**src/rtl/eep_rd_pkg.sv**
```systemverilog
package eep_rd_pkg;
  localparam logic [7:0] OP_RDSR = 8'h05;
  localparam logic [7:0] OP_READ = 8'h03;
  localparam logic [7:0] OP_A8   = 8'h08;
  localparam int         CMD_W   = 24;
  localparam int         WORD_W  = 16;

  typedef enum logic [3:0] {
    ST_IDLE,
    ST_ACQ,
    ST_POLL_TX,
    ST_POLL_RX,
    ST_POLL_WAIT,
    ST_GAP_HI,
    ST_GAP_LO,
    ST_CMD,
    ST_DATA,
    ST_HOLD,
    ST_REL
  } rd_state_e;
endpackage

```
**src/rtl/eep_timer.sv**
```systemverilog
module eep_timer #(
  parameter int W = 4
) (
  input  logic         clk_i,
  input  logic         rst_ni,
  input  logic         load_i,
  input  logic [W-1:0] val_i,
  output logic         zero_o
);
  logic [W-1:0] cnt_q;

  always_ff @(posedge clk_i or negedge rst_ni) begin
    if (!rst_ni)             cnt_q <= '0;
    else if (load_i)         cnt_q <= val_i;
    else if (cnt_q != '0)    cnt_q <= cnt_q - 1'b1;
  end

  assign zero_o = (cnt_q == '0);
endmodule

```
**src/rtl/eep_bit_engine.sv**
```systemverilog
module eep_bit_engine #(
  parameter int HALF_CYC = 2,
  parameter int TX_W     = 24,
  parameter int RX_W     = 16,
  parameter int NB_W     = $clog2(TX_W + 1)
) (
  input  logic            clk_i,
  input  logic            rst_ni,
  input  logic            start_i,
  input  logic [NB_W-1:0] nbits_i,
  input  logic [TX_W-1:0] tx_i,
  input  logic            miso_i,
  output logic            sck_o,
  output logic            mosi_o,
  output logic            done_o,
  output logic [RX_W-1:0] rx_o
);
  localparam int HC_W = $clog2(HALF_CYC + 1);
  localparam logic [HC_W-1:0] HC_M1 = HC_W'(HALF_CYC - 1);

  logic            act_q, sck_q, done_q;
  logic [NB_W-1:0] left_q;
  logic [HC_W-1:0] hc_q;
  logic [TX_W-1:0] tx_q;
  logic [RX_W-1:0] rx_q;

  always_ff @(posedge clk_i or negedge rst_ni) begin
    if (!rst_ni) begin
      act_q  <= 1'b0;
      sck_q  <= 1'b0;
      done_q <= 1'b0;
      left_q <= '0;
      hc_q   <= '0;
      tx_q   <= '0;
      rx_q   <= '0;
    end else begin
      done_q <= 1'b0;
      if (!act_q) begin
        if (start_i) begin
          act_q  <= 1'b1;
          sck_q  <= 1'b0;
          tx_q   <= tx_i;
          left_q <= nbits_i;
          hc_q   <= HC_M1;
        end
      end else if (hc_q != '0) begin
        hc_q <= hc_q - 1'b1;
      end else begin
        hc_q <= HC_M1;
        if (!sck_q) begin
          sck_q <= 1'b1;
          rx_q  <= {rx_q[RX_W-2:0], miso_i};   // sample on rising edge
        end else begin
          sck_q <= 1'b0;
          if (left_q == NB_W'(1)) begin
            act_q  <= 1'b0;
            done_q <= 1'b1;
          end else begin
            left_q <= left_q - 1'b1;
            tx_q   <= {tx_q[TX_W-2:0], 1'b0};  // next bit while clock low
          end
        end
      end
    end
  end

  assign sck_o  = sck_q;
  assign mosi_o = act_q & tx_q[TX_W-1];
  assign done_o = done_q;
  assign rx_o   = rx_q;

  // data out never moves while the clock is high
  a_r2_mosi_stable_high: assert property (@(posedge clk_i) disable iff (!rst_ni)
    sck_o |-> $stable(mosi_o));
endmodule

```
**src/rtl/spi_eeprom_seq_reader.sv**
```systemverilog
module spi_eeprom_seq_reader
  import eep_rd_pkg::*;
#(
  parameter int OFS_W     = 16,
  parameter int CNT_W     = 16,
  parameter int HALF_CYC  = 4,
  parameter int DELAY_CYC = 200,
  parameter int STEP_CYC  = 1000,
  parameter int POLL_MAX  = 1000
) (
  input  logic             clk_i,
  input  logic             rst_ni,
  input  logic             start_i,
  input  logic             addr16_i,
  input  logic [OFS_W-1:0] offset_i,
  input  logic [CNT_W-1:0] count_i,
  output logic             busy_o,
  output logic [15:0]      word_o,
  output logic             word_valid_o,
  input  logic             word_ready_i,
  output logic             done_o,
  output logic             err_o,
  output logic             spi_cs_no,
  output logic             spi_sck_o,
  output logic             spi_mosi_o,
  input  logic             spi_miso_i
);
  localparam int TMR_MAX = (DELAY_CYC > STEP_CYC) ? DELAY_CYC : STEP_CYC;
  localparam int TMR_W   = $clog2(TMR_MAX + 1);
  localparam int PL_W    = $clog2(POLL_MAX + 1);
  localparam int NB_W    = $clog2(CMD_W + 1);
  localparam logic [TMR_W-1:0] DLY_M1  = TMR_W'(DELAY_CYC - 1);
  localparam logic [TMR_W-1:0] STEP_M1 = TMR_W'(STEP_CYC - 1);
  localparam logic [NB_W-1:0]  NB_BYTE = NB_W'(8);
  localparam logic [NB_W-1:0]  NB_WORD = NB_W'(WORD_W);

  rd_state_e state_q, state_d;
  logic [OFS_W-1:0] ofs_q;
  logic [CNT_W-1:0] left_q;
  logic [PL_W-1:0]  polls_q;
  logic             a16_q, go_rd_q, err_q;

  logic             eng_start, eng_done;
  logic [NB_W-1:0]  eng_n;
  logic [CMD_W-1:0] eng_tx;
  logic [WORD_W-1:0] eng_rx;
  logic             tmr_load, tmr_zero;
  logic [TMR_W-1:0] tmr_val;

  logic [OFS_W:0]   byte_addr;
  logic [7:0]       op_rd;
  logic [CMD_W-1:0] cmd_word;
  logic [NB_W-1:0]  cmd_bits;
  logic             accept, poll_busy, last_poll;

  assign accept    = (state_q == ST_IDLE) && start_i && (count_i != '0);
  assign poll_busy = eng_rx[0];
  assign last_poll = (polls_q == PL_W'(POLL_MAX - 1));

  assign byte_addr = {ofs_q, 1'b0};
  assign op_rd     = OP_READ | ((!a16_q && (ofs_q >= OFS_W'(128))) ? OP_A8 : 8'h00);
  assign cmd_word  = a16_q ? {op_rd, byte_addr[15:0]} : {op_rd, byte_addr[7:0], 8'h00};
  assign cmd_bits  = a16_q ? NB_W'(24) : NB_W'(16);

  always_comb begin
    state_d   = state_q;
    eng_start = 1'b0;
    eng_tx    = '0;
    eng_n     = NB_BYTE;
    tmr_load  = 1'b0;
    tmr_val   = DLY_M1;
    unique case (state_q)
      ST_IDLE: if (accept) begin
        state_d  = ST_ACQ;
        tmr_load = 1'b1;
      end
      ST_ACQ: if (tmr_zero) begin
        eng_start = 1'b1;
        eng_tx    = {OP_RDSR, 16'h0000};
        state_d   = ST_POLL_TX;
      end
      ST_POLL_TX: if (eng_done) begin
        eng_start = 1'b1;
        state_d   = ST_POLL_RX;
      end
      ST_POLL_RX: if (eng_done) begin
        tmr_load = 1'b1;
        if (!poll_busy)     state_d = ST_GAP_HI;
        else if (last_poll) state_d = ST_REL;
        else begin
          state_d = ST_POLL_WAIT;
          tmr_val = STEP_M1;
        end
      end
      ST_POLL_WAIT: if (tmr_zero) begin
        state_d  = ST_GAP_HI;
        tmr_load = 1'b1;
      end
      ST_GAP_HI: if (tmr_zero) begin
        state_d  = ST_GAP_LO;
        tmr_load = 1'b1;
      end
      ST_GAP_LO: if (tmr_zero) begin
        eng_start = 1'b1;
        if (go_rd_q) begin
          eng_tx  = cmd_word;
          eng_n   = cmd_bits;
          state_d = ST_CMD;
        end else begin
          eng_tx  = {OP_RDSR, 16'h0000};
          state_d = ST_POLL_TX;
        end
      end
      ST_CMD: if (eng_done) begin
        eng_start = 1'b1;
        eng_n     = NB_WORD;
        state_d   = ST_DATA;
      end
      ST_DATA: if (eng_done) state_d = ST_HOLD;
      ST_HOLD: if (word_ready_i) begin
        if (left_q == CNT_W'(1)) begin
          state_d  = ST_REL;
          tmr_load = 1'b1;
        end else begin
          eng_start = 1'b1;
          eng_n     = NB_WORD;
          state_d   = ST_DATA;
        end
      end
      ST_REL: if (tmr_zero) state_d = ST_IDLE;
      default: state_d = ST_IDLE;
    endcase
  end

  always_ff @(posedge clk_i or negedge rst_ni) begin
    if (!rst_ni) begin
      state_q <= ST_IDLE;
      ofs_q   <= '0;
      left_q  <= '0;
      polls_q <= '0;
      a16_q   <= 1'b0;
      go_rd_q <= 1'b0;
      err_q   <= 1'b0;
    end else begin
      state_q <= state_d;
      if (accept) begin
        ofs_q   <= offset_i;
        left_q  <= count_i;
        a16_q   <= addr16_i;
        polls_q <= '0;
        go_rd_q <= 1'b0;
        err_q   <= 1'b0;
      end
      if (state_q == ST_POLL_RX && eng_done) begin
        if (!poll_busy)      go_rd_q <= 1'b1;
        else if (last_poll)  err_q   <= 1'b1;
        else                 polls_q <= polls_q + 1'b1;
      end
      if (state_q == ST_HOLD && word_ready_i && left_q != CNT_W'(1))
        left_q <= left_q - 1'b1;
    end
  end

  eep_timer #(.W(TMR_W)) i_timer (
    .clk_i  (clk_i),
    .rst_ni (rst_ni),
    .load_i (tmr_load),
    .val_i  (tmr_val),
    .zero_o (tmr_zero)
  );

  eep_bit_engine #(
    .HALF_CYC (HALF_CYC),
    .TX_W     (CMD_W),
    .RX_W     (WORD_W),
    .NB_W     (NB_W)
  ) i_engine (
    .clk_i   (clk_i),
    .rst_ni  (rst_ni),
    .start_i (eng_start),
    .nbits_i (eng_n),
    .tx_i    (eng_tx),
    .miso_i  (spi_miso_i),
    .sck_o   (spi_sck_o),
    .mosi_o  (spi_mosi_o),
    .done_o  (eng_done),
    .rx_o    (eng_rx)
  );

  assign busy_o       = (state_q != ST_IDLE);
  assign spi_cs_no    = (state_q == ST_IDLE) || (state_q == ST_GAP_HI) || (state_q == ST_REL);
  assign word_valid_o = (state_q == ST_HOLD);
  assign word_o       = {eng_rx[7:0], eng_rx[15:8]};
  assign done_o       = (state_q == ST_REL) && tmr_zero;
  assign err_o        = err_q;

  a_r4_sck_needs_cs: assert property (@(posedge clk_i) disable iff (!rst_ni)
    spi_sck_o |-> !spi_cs_no);
  a_r10_hold_stable: assert property (@(posedge clk_i) disable iff (!rst_ni)
    word_valid_o && !word_ready_i |=> word_valid_o && $stable(word_o));
  a_r10_hold_sck_low: assert property (@(posedge clk_i) disable iff (!rst_ni)
    word_valid_o |-> !spi_sck_o && !spi_cs_no);
  a_r5_err_cs_released: assert property (@(posedge clk_i) disable iff (!rst_ni)
    $rose(err_o) |-> spi_cs_no && !word_valid_o);
  a_r3_poll_bound: assert property (@(posedge clk_i) disable iff (!rst_ni)
    polls_q < PL_W'(POLL_MAX));
  a_r11_done_idle: assert property (@(posedge clk_i) disable iff (!rst_ni)
    done_o |=> !busy_o && spi_cs_no && !spi_sck_o);
endmodule

```
**config.mk**
```make
export PLATFORM = sky130hd
export DESIGN_NAME = spi_eeprom_seq_reader
export DESIGN_NICKNAME = d
export VERILOG_FILES = /design/src/rtl/eep_rd_pkg.sv /design/src/rtl/eep_timer.sv /design/src/rtl/eep_bit_engine.sv /design/src/rtl/spi_eeprom_seq_reader.sv
export SDC_FILE = /design/constraint.sdc
export NUM_CORES = 1
export LEC_CHECK = 0
export BUFFER_PORTS_ARGS = -buffer_cell sky130_fd_sc_hd__buf_4
export CAP_MARGIN = 20
export CORE_UTILIZATION = 50
export CTS_BUF_LIST = sky130_fd_sc_hd__clkbuf_4
export DETAILED_ROUTE_END_ITERATION = 7
export GPL_TIMING_DRIVEN = 0
export PLACE_DENSITY = 0.7
export SYNTH_ARGS = -nofsm -noshare
export SYNTH_HDL_FRONTEND = slang
export SYNTH_SLANG_ARGS = --single-unit
export TNS_END_PERCENT = 30
```
**constraint.sdc**
```tcl
create_clock -name clk_i -period 3 [get_ports clk_i]
set_clock_uncertainty 0.1 [all_clocks]
set_input_delay 0.45 -clock clk_i [delete_from_list [all_inputs] [get_ports clk_i]]
set_output_delay 0.45 -clock clk_i [all_outputs]
set_load 0.005 [all_outputs]
```
==> flow_summary.toml <==
[outcome]
status = "finished, final reports clean"

[clock_network]
clk_latency_ns = 0.52
clkTransAtPathRegs_ns = 0.17
cts_buffers = 9
cts_tree = "done"
clock-sinks = 109
clk_path_buf_depth = 2
cts_max_level = 3
clockRootBuffer = "clkbuf_4"

[floorplan]
die_x_um = 109
fp.dieH_um = 109
dieArea_sq_mm = 0.0119
ios = 61
core_sq_mm = 0.0110
row_count = 38
start_util_pct = 52.2

[pwr]
peakVddDrop_v = 0.000408
leakage_nw = 3.05
power_density_mw_per_mm2 = 358
power_mw = 2.41

[setup_path]
critPathMaxFanout = 10
critPathArrivalTime_ns = 2.29
worstPathCellList = "clkbuf_1, clkbuf_1, inv_1, nor4_1, buf_4"
crit_slowest_cell = "clkbuf_1"
start_kind = "register"
max_stage_delay_ns = 0.39
cpMostUsedCell = "clkbuf_1"
crit_type = "reg2out"
critPathRequiredTime_ns = 2.45
end_kind = "output pin"

[synth]
yosys_register_bits = 109
avgSynthCellArea_sq_um = 9.84
yosys_warnings = 0
yosys.area.top_type = "dfrtp_1"
synth_cell_types = 67
syn-cell-area_sq_mm = 0.00573
synthTopCellsByArea = "dfrtp_1 48%, nand2_1 6.9%, mux2_2 4.7%"
ys_seq_area_share_pct = 47.6
synth_cells = 582
syn-num-nets = 628
synth_top_area_share_pct = 47.6
synth_async_sr_flop_share_pct = 100
synth_edf_count = 0
ys.flop_type = "dfrtp_1"

[route]
drt_first_pass_iters = 4
vias = 4727
drc = 0
wire_per_inst_um = 16.7
drtAntennaViolNets = 0
drt_iter0_markers = 329
vias_per_cell = 5.81
drt-total-wl_um = 13600

[global_routing]
grt_pass1_vias = 4669
met1_usage_pct = 33.9
grt_usage_pct = 24.8
grt_pass1_wl_um = 22600
grt.busiest_layer = "met2"
grt_max_degree = 63
overflow = 0
use_met3_pct = 5.92
globalRouteMet2Util_pct = 38.5
grt_antenna_before_repair = 0

[sta]
holdWs_ns = 0.0290
fin_setup_tns_ns = 0
hold_viol_final = 0
maxSlewViolCount = 0
period_needed_ns = 2.84
finalSetupViolCount = 0
setup_ws_ns = 0.161
timing.final.crit_share_pct = 94.6
grt_setup_unrepaired = "false"
relSlewSlack_pct = 33.8
timing.fmax_ghz = 0.352
worst_slew_pin_slew_ns = 0.990

[layout]
nets = 715
finalCoreUtilization_pct = 61.2
fin_area_sq_mm = 0.00672
stdcell_count = 814
final_common_cell = "dfrtp_1"
diodes = 0
drive_gt1_share_pct = 19.3
area.growth.synth_to_final_pct = 17.3
final_cell_mix = "109 x dfrtp_1, 105 x nand2_1, 60 x buf_4, 27 x o21ai_0, 25 x nor2_1"

[placement]
dp_slack_ns = -0.0122
place.gp.congestion = 0.863
dp.cells = 783
place_area_sq_mm = 0.00638
dp_hpwl_um = 9730
numPortBuffers = 60

[flow_run]
cap_violations = 0

[min_path]
hp-class = "in2reg"
## cells by family after synthesis
group	count (synthesis)	share of synthesized area, %
muxes	47	9.65
adders and majority gates	8	1.75
DFF	109	47.6
buffers and inverters	58	4.24
xor gates and xnor gates	11	1.68
AOI/OAI and AO/OA	117	14.6
and+or+nand+nor	232	20.4
## registers in the layout (all words and copies together) (netlist names), 3 cells and up
name and count:
i_engine.rx_o 16, ofs_q 16, polls_q 10, state_q 4, i_engine.hc_q 3, left_q 16, i_engine.left_q 5, i_engine.tx_q 23
i_timer.cnt_q 10
## path summary, 6_finish.rpt
| check | from | end | slack, ns | cells past startpoint |
|---|---|---|---|---|
| max | state_q[3] | done_o | 0.16 | 5 |
| min | offset_i[3] | ofs_q[3] | 0.03 | 3 |
| max reg2reg | i_timer.cnt_q[0] | i_engine.left_q[4] | 0.21 | 9 |
| min reg2reg | polls_q[8] | polls_q[8] | 0.40 | 1 |
| max in group asynchronous | rst_ni | i_engine.rx_o[4] | 1.67 | 3 |
| min in group asynchronous | rst_ni | left_q[0] | 0.38 | 2 |
## report_power, final
group          leakage, nW  total (mW)  internal (mW)  switching [mW]
Combinational         1.59       0.106         0.0568          0.0491
Sequential            1.38        1.48           1.47         0.00289
Clock               0.0833       0.823          0.276           0.547
## synth_stat cells (6+ instances only)
cell type and count:
dfrtp_1 109, nand2_1 105, o21ai_0 27, nor2_1 25, clkbuf_1 24, inv_1 24
mux2_2 24, nand3_1 19, nor3_1 16, a21oi_1 15, mux2i_1 11, mux2_4 10
a221o_1 9, a22o_1 9, nor4_1 9, ha_1 8, nand2b_1 8, o311ai_0 8
a31oi_1 7, xor2_1 7, o31ai_1 6
## layer usage
metal  part of all wire [%]  vias up
li1                       -     2267
met1                     46     2320
met2                     47      119
met3                    4.9       21
met4                    1.9        0
met5                      0        -
## final cells by class
| type | instances | area [sq um] |
|---|---|---|
| fill | 942 | 4270 |
| multi-input combinational | 415 | 2780 |
| sequential | 109 | 2730 |
| timing repair buffer | 77 | 638 |
| tap | 140 | 175 |
| buffer | 33 | 150 |
| clock inverter | 7 | 93.8 |
| inverter | 24 | 90.1 |
| clock buffer | 9 | 67.6 |
## worst max-delay path: cells and delay by family (launching register included)
kind / cells / cell delay (ns)
AND/OR/NAND/NOR: 1 / 0.33
flip-flops: 1 / 0.38
buffers and inverters: 4 / 1.07
## repair_timing
| item | in CTS | in global routing |
|---|---|---|
| hold buffers | 16 | 0 |
| hold endpoints to repair | 62 | 0 |
| buffers inserted | 0 | 0 |
| endpoints found under the setup margin | 20 | 22 |
| resized for setup | 2 | 3 |
(Power assumes the default switching activity.)
